`config.mk`:
```
export PLATFORM = sky130hd
export DESIGN_NAME = addr_decoder
export DESIGN_NICKNAME = d
export VERILOG_FILES = /design/src/rtl/addr_decoder_pkg.sv /design/src/rtl/addr_chunk_decode.sv /design/src/rtl/addr_decoder.sv
export SDC_FILE = /design/constraint.sdc
export NUM_CORES = 1
export LEC_CHECK = 0
export ABC_CLOCK_PERIOD_IN_PS = 850
export BUFFER_PORTS_ARGS = -buffer_cell sky130_fd_sc_hd__buf_2
export CELL_PAD_IN_SITES_DETAIL_PLACEMENT = 1
export CELL_PAD_IN_SITES_GLOBAL_PLACEMENT = 2
export CORE_UTILIZATION = 23
export CTS_CLUSTER_DIAMETER = 50
export DETAILED_ROUTE_END_ITERATION = 7
export GPL_TIMING_DRIVEN = 1
export PLACE_DENSITY = 0.84
export SETUP_SLACK_MARGIN = 0.5
export SLEW_MARGIN = 20
export SYNTH_ARGS = -nofsm -noshare
export SYNTH_HDL_FRONTEND = slang
export SYNTH_SLANG_ARGS = --single-unit
export TNS_END_PERCENT = 5
```
`constraint.sdc`:
```
create_clock -name clk -period 0.85 [get_ports clk]
set_input_delay 0.085 -clock clk [delete_from_list [all_inputs] [get_ports clk]]
set_output_delay 0.085 -clock clk [all_outputs]
set_load 0.005 [all_outputs]
```
`src/rtl/addr_decoder_pkg.sv`:
```
package addr_decoder_pkg;
    localparam int ADDR_W     = 16;
    localparam int CHUNK_W    = 3;
    localparam int SLOT_W     = 4;
    localparam int RAM_CHIPS  = 2;
    localparam int N_CHUNKS   = 1 << CHUNK_W;
    localparam int IO_SLOTS   = 1 << SLOT_W;
    localparam int CHUNK_LSB  = ADDR_W - 1 - CHUNK_W;   // 12
    localparam int SLOT_LSB   = CHUNK_LSB - SLOT_W;     // 8
    localparam int RAM_SEL_B  = CHUNK_LSB + 1;          // 13
    localparam int RAM_LAST   = 3;                      // chunks 0..3
    localparam int EXP_CHUNK  = 4;
    localparam int IO_CHUNK   = 5;
    localparam int ROM_FIRST  = 6;                      // chunks 6..7

    typedef struct packed {
        logic [RAM_CHIPS-1:0] ram_n;
        logic                 exp_n;
        logic                 rom_n;
        logic [IO_SLOTS-1:0]  io_n;
        logic                 banked;
        logic                 live;
    } sel_t;

    localparam sel_t SEL_IDLE = '{
        ram_n : '1, exp_n : 1'b1, rom_n : 1'b1,
        io_n : '1, banked : 1'b0, live : 1'b0
    };
endpackage

```
`src/rtl/addr_chunk_decode.sv`:
```
module addr_chunk_decode #(
    parameter int SEL_W = 3,
    localparam int N_OUT = 1 << SEL_W
) (
    input  logic             en,
    input  logic [SEL_W-1:0] sel,
    output logic [N_OUT-1:0] hit
);
    for (genvar i = 0; i < N_OUT; i++) begin : g_hit
        assign hit[i] = en && (sel == SEL_W'(i));
    end

    always_comb begin
        if (!en) assert_quiet_when_off_R9: assert (hit == '0);
        else     assert_single_hit_R9: assert ($onehot(hit));
    end
endmodule

```
`src/rtl/addr_decoder.sv`:
```
module addr_decoder
    import addr_decoder_pkg::*;
(
    input  logic                 clk,
    input  logic                 rst_n,
    input  logic [ADDR_W-1:0]    addr,
    input  logic                 access_valid,
    output logic [RAM_CHIPS-1:0] ram_cs_n,
    output logic                 exp_cs_n,
    output logic                 eeprom_cs_n,
    output logic [IO_SLOTS-1:0]  io_cs_n,
    output logic                 banked_hit
);
    logic                upper_en;
    logic                io_en;
    logic [N_CHUNKS-1:0] chunk_hit;
    logic [IO_SLOTS-1:0] slot_hit;
    sel_t                sel_d, sel_q;

    assign upper_en = access_valid && addr[ADDR_W-1];

    addr_chunk_decode #(.SEL_W(CHUNK_W)) u_chunk (
        .en  (upper_en),
        .sel (addr[CHUNK_LSB +: CHUNK_W]),
        .hit (chunk_hit)
    );

    assign io_en = chunk_hit[IO_CHUNK];

    addr_chunk_decode #(.SEL_W(SLOT_W)) u_slot (
        .en  (io_en),
        .sel (addr[SLOT_LSB +: SLOT_W]),
        .hit (slot_hit)
    );

    always_comb begin
        logic ram_area;
        logic rom_area;
        sel_d = SEL_IDLE;
        sel_d.live = 1'b1;
        ram_area = |chunk_hit[RAM_LAST:0];
        rom_area = |chunk_hit[N_CHUNKS-1:ROM_FIRST];
        for (int c = 0; c < RAM_CHIPS; c++) begin
            sel_d.ram_n[c] = !(ram_area && (addr[RAM_SEL_B] == c[0]));
        end
        sel_d.exp_n  = !chunk_hit[EXP_CHUNK];
        sel_d.rom_n  = !rom_area;
        sel_d.io_n   = ~slot_hit;
        sel_d.banked = access_valid && !addr[ADDR_W-1];
    end

    always_ff @(posedge clk) begin
        if (!rst_n) sel_q <= SEL_IDLE;
        else        sel_q <= sel_d;
    end

    assign ram_cs_n    = sel_q.ram_n;
    assign exp_cs_n    = sel_q.exp_n;
    assign eeprom_cs_n = sel_q.rom_n;
    assign io_cs_n     = sel_q.io_n;
    assign banked_hit  = sel_q.banked;

    logic [IO_SLOTS+RAM_CHIPS+2:0] act_vec;
    assign act_vec = {~ram_cs_n, ~exp_cs_n, ~eeprom_cs_n, ~io_cs_n, banked_hit};

    assert_reset_idle_R1: assert property (@(posedge clk)
        !rst_n |=> (&ram_cs_n && exp_cs_n && eeprom_cs_n && &io_cs_n && !banked_hit));

    assert_no_valid_R2: assert property (@(posedge clk) disable iff (!rst_n)
        sel_q.live && !$past(access_valid) |-> act_vec == '0);

    assert_banked_only_R3: assert property (@(posedge clk) disable iff (!rst_n)
        sel_q.live && $past(access_valid) && !$past(addr[ADDR_W-1])
            |-> banked_hit && $countones(act_vec) == 1);

    assert_ram_chip_R4: assert property (@(posedge clk) disable iff (!rst_n)
        sel_q.live && !ram_cs_n[1] |-> $past(addr[ADDR_W-1 -: 3]) == 3'b101);

    assert_rom_range_R6: assert property (@(posedge clk) disable iff (!rst_n)
        sel_q.live && !eeprom_cs_n |-> $past(addr[ADDR_W-1 -: 3]) == 3'b111);

    assert_io_onehot_R7: assert property (@(posedge clk) disable iff (!rst_n)
        $onehot0(~io_cs_n));

    assert_exactly_one_R9: assert property (@(posedge clk) disable iff (!rst_n)
        sel_q.live && $past(access_valid) |-> $countones(act_vec) == 1);
endmodule

```
Word-level counts from Yosys, hierarchy flattened
Cells that the tools add are included.
Word-level totals
  bits in registers: 21
  output and inout port bits: 21
  logic and storage cells: 66
  bits of input ports: 19
Cells by class
  equality and inequality tests: 22
  reduce and logical (&&, ||, !) cells: 37
  bitwise logic cells: 2
Operators by type and width (count)
  equality test 4 bit (second input constant): 8
  logical AND 1 bit: 28
  equality test 4 x 3 -> 1 bit (second input constant): 4
  NOT 16 bit: 1
  equality test 3 bit (second input constant): 4
  equality test 4 x 2 -> 1 bit (second input constant): 2
  equality test 3 x 2 -> 1 bit (second input constant): 2
  logical NOT 1 bit: 5
  equality test 4 x 1 -> 1 bit (second input constant): 1
  logical NOT 4 bit: 1
  OR reduction 4 bit: 1
  equality test 3 x 1 -> 1 bit (second input constant): 1
  logical NOT 3 bit: 1
  OR reduction 2 bit: 1
  NOT 1 bit: 1

Longest topological paths before layout
  depth in word-level cells: 5
  mapped depth: 4
  mapped depth without buffers: 2

By module
A second synthesis with hierarchy kept.
Unflattened totals
  cell total of the unflattened synthesis: 78
  area, all modules: 749.5 sq um
Modules (own cells, without submodules)
  addr_decoder: times used 1, cells an instance 47, seq. area each 420.4 sq um, area each 535.5 sq um
  addr_chunk_decode at u_slot: times used 1, cells an instance 23, seq. area each 0.0 sq um, area each 117.6 sq um
  addr_chunk_decode at u_chunk: times used 1, cells an instance 8, seq. area each 0.0 sq um, area each 96.3 sq um

Least setup slack after synthesis
No wires, ideal clock.
  kind: input port to flip-flop
  start point: input rst_n
  end point: register sel_q, in the netlist io_cs_n[4]
  cell stages on the path: 4
  buffers on the path: 2
  data required time: 0.719 ns
  slack: 0.165 ns
  arrival: 0.554 ns
  setup time: 0.131 ns
  cell sequence: and4_1 -> buf_6 -> buf_8 -> nand3_1
RTL lines
  start: declaration: line addr_decoder.sv:5  | input logic rst_n,
  end signal: assignment: line addr_decoder.sv:54  | else sel_q <= sel_d;
  end: declaration: line addr_decoder.sv:18  | sel_t sel_d, sel_q;

Worst setup path in the final report
  start point: register sel_q, in the netlist io_cs_n[11]
  end point: output io_cs_n[11]
RTL lines
  end: declaration: line addr_decoder.sv:11  | output logic [IO_SLOTS-1:0] io_cs_n,
No word-level cell between the ends.

==> flow_metrics.py <==
metrics = {
    "outcome": {
        "status": "finished with violations",
        "violations": "negative hold slack",
    },
    "global_routing": {
        "antenna_found_initial": 0,
        "grt.total_usage_pct": 10.3,
        "grt_first_pass_wirelength_mm": 2.39,
        "grt_pass1_vias": 550,
        "gr-total-overflow": 0,
        "grt_max_degree": 18,
    },
    "place": {
        "globalplace.congestion": 0.707,
        "hpwl_mm": 1.16,
        "numPortBuffers": 31,
        "dpl.cell_count": 118,
        "placed_cell_area_um2": 853,
    },
    "setup_path": {
        "path_buf_inv": 1,
        "critPathKind": "reg2out",
        "end_kind": "primary output",
        "crit_chain": "buf_6",
        "cp.depth": 1,
        "crit_family": "flip-flops",
        "cpMaxStageDelayCell": "dfxtp_2",
        "crit_path_start": "io_cs_n[11]$_SDFF_PN1_",
        "worst-path-max-fanout": 1,
        "arrival_ps": 740,
        "worst_ep_required_time_ps": 760,
        "startpoint_type": "register",
        "crit_end": "io_cs_n[11]",
        "slowest_delay_ps": 340,
    },
    "synthesis": {
        "synth_top_family_by_area": "simple AND/OR/NAND/NOR gates",
        "synth-compound-area-share_pct": 0,
        "syn_inst": 56,
        "seq_area_frac_synth_pct": 63.9,
        "synth_ff_type": "dfxtp_1",
        "synth_nets": 75,
        "synthAdderAreaFrac_pct": 0,
        "synth.area.mux_share_pct": 0,
        "yosysMostFrequentCell": "dfxtp_1",
        "synth_seq_cells": 21,
        "yosys_warnings": 0,
        "synth_top_area_share_pct": 63.9,
        "netlist_area_um2": 658,
        "synth.area.top_cells": "dfxtp_1, nand3_1, and4bb_2",
        "synth_commonest_cells": "dfxtp_1, nand3_1, nand4_1, nor2_1, nand2_1",
        "synth.distinct_cells": 14,
        "synthSimpleGateAreaFrac_pct": 32.1,
        "synth_area_per_cell_um2": 11.8,
        "synth_xor_xnor_area_share_pct": 0,
        "async_flop_share_pct": 0,
        "synth_top_cell_by_area": "dfxtp_1",
        "synth_edf_count": 0,
    },
    "drt": {
        "via_count": 568,
        "vias_per_cell": 4.66,
        "drt-initial-drc-count": 3,
        "ant_nets": 0,
        "drt_first_pass_iters": 2,
        "drt_wl_total_mm": 1.58,
        "wire_per_inst_um": 12.9,
        "route.detailed.drc": 0,
    },
    "timing": {
        "final-hold-violation-count": 4,
        "setup_tns_ps": 0,
        "finalCritPeriodShare_pct": 97.2,
        "max_freq_ghz": 1.21,
        "holdWs_ps": -78.5,
        "period_minus_slack_ps": 826,
        "setup_viol": 0,
        "slew_headroom_pct": 77.3,
        "tightestPinTransition_ps": 340,
        "rsz0062_at_grt": "true",
        "final-max-slew-violation-count": 0,
    },
    "clock_network": {
        "numCtsBuffers": 3,
        "clk_pin_slew_worst_paths_ps": 110,
        "cts.sinks": 21,
        "htree_levels": 1,
        "cts_root_buf": "clkbuf_4",
        "tritoncts": "done",
        "clockBufferDepth": 2,
    },
    "floorplanning": {
        "core_area_mm2": 0.00273,
        "rows": 19,
        "die_w_um": 55.5,
        "fp.dieH_um": 55.5,
        "die_area_mm2": 0.00308,
        "ios": 40,
        "start_util_pct": 24.1,
    },
    "worst_hold_path": {
        "hp-start": "addr[15]",
        "hold_path_class": "in2reg",
    },
    "cells_and_area": {
        "regArea_um2": 423,
        "fill_cells": 297,
        "fin_area_mm2": 0.00102,
        "nets": 111,
        "area_growth_pct": 55.7,
        "fin_cells": 122,
        "drive_gt1_share_pct": 62.6,
        "diodes": 0,
        "multiInputGateArea_um2": 292,
    },
    "pwr": {
        "p_leak_nw": 0.384,
        "power.density_mw_per_mm2": 1570,
        "vdd_ir_drop_max_mv": 0.994,
    },
    "job": {
        "maxCapViolations": 0,
    },
}
metal layers:
metal	share of wire, %	vias to the layer above	global-route usage (%)
met4	0.89	0	3.21
met3	8.4	2	7.03
met5	0	-	0
met1	36	269	9.45
li1	-	274	-
met2	55	23	18.1
layout by cell type, fill, tap and decap left out:
master,instances
nor2b_4,2
nor4b_4,1
and4_4,1
clkbuf_4,3
buf_2,23
dfxtp_1,19
and4b_2,1
clkinv_2,1
buf_8,3
nand4_1,4
nor2_2,1
dfxtp_2,2
nor2_1,3
buf_4,1
nand3_1,4
nand2_1,2
and3_1,1
buf_12,1
nand2_4,1
and4bb_4,2
buf_6,5
nand3_2,9
nand3b_1,1
where the power goes:
part           internal (mW)  switching [mW]  total (mW)  leakage [nW]
logic                 0.0818          0.0741       0.156         0.197
registers              0.989         0.00120       0.990         0.169
clock network          0.176           0.286       0.461        0.0177
total                   1.25           0.361        1.61         0.384
state kept, by name (all words and copies together) (netlist names):
name,count
io_cs_n,16
ram_cs_n,2
banked_hit,1
eeprom_cs_n,1
exp_cs_n,1
cell type report:
| class | count | area share (%) |
|---|---|---|
| timing repair buffer | 33 | 23.8 |
| clock buffer | 3 | 2.20 |
| multi-input combinational | 33 | 28.4 |
| clock inverter | 1 | 0.488 |
| tap | 31 | 3.79 |
| sequential | 21 | 41.3 |
timing repair:
item	in CTS	in global routing
buffers inserted	0	0
hold endpoints to repair	2	4
endpoints found under the setup margin	38	38
resized for setup	0	37
pin swaps	0	19
metrics by stage:
| stage | hold WS, ps | worst slack, ps | utilization, % | power, mW |
|---|---|---|---|---|
| after floorplan | 157 | 165 | - | 1.06 |
| after global placement | 260 | -20.6 | 31.2 | 1.11 |
| after detailed placement | 274 | -53.2 | 31.2 | 1.12 |
| after CTS | -61.1 | 10.7 | 32.2 | 1.59 |
| after global routing | -85.8 | -26.2 | 37.5 | 1.68 |
| final | -78.5 | 24.0 | 37.5 | 1.61 |
cell families (layout without fill, tap and decap cells):
group         count (synthesis)  after routing
buf+inv                       2             37
flops                        21             21
simple gates                 33             33
how the worst min path moves through the flow:
stage / end / slack (ps) / cells past startpoint
after floorplan: banked_hit$_SDFF_PN0_ / 160 / 1
after global placement: banked_hit$_SDFF_PN0_ / 260 / 2
after detailed placement: banked_hit$_SDFF_PN0_ / 270 / 2
after CTS: banked_hit$_SDFF_PN0_ / -60 / 2
after global routing: banked_hit$_SDFF_PN0_ / -90 / 2
final: banked_hit$_SDFF_PN0_ / -80 / 2
Note: power is estimated with default switching activity, not from simulation.
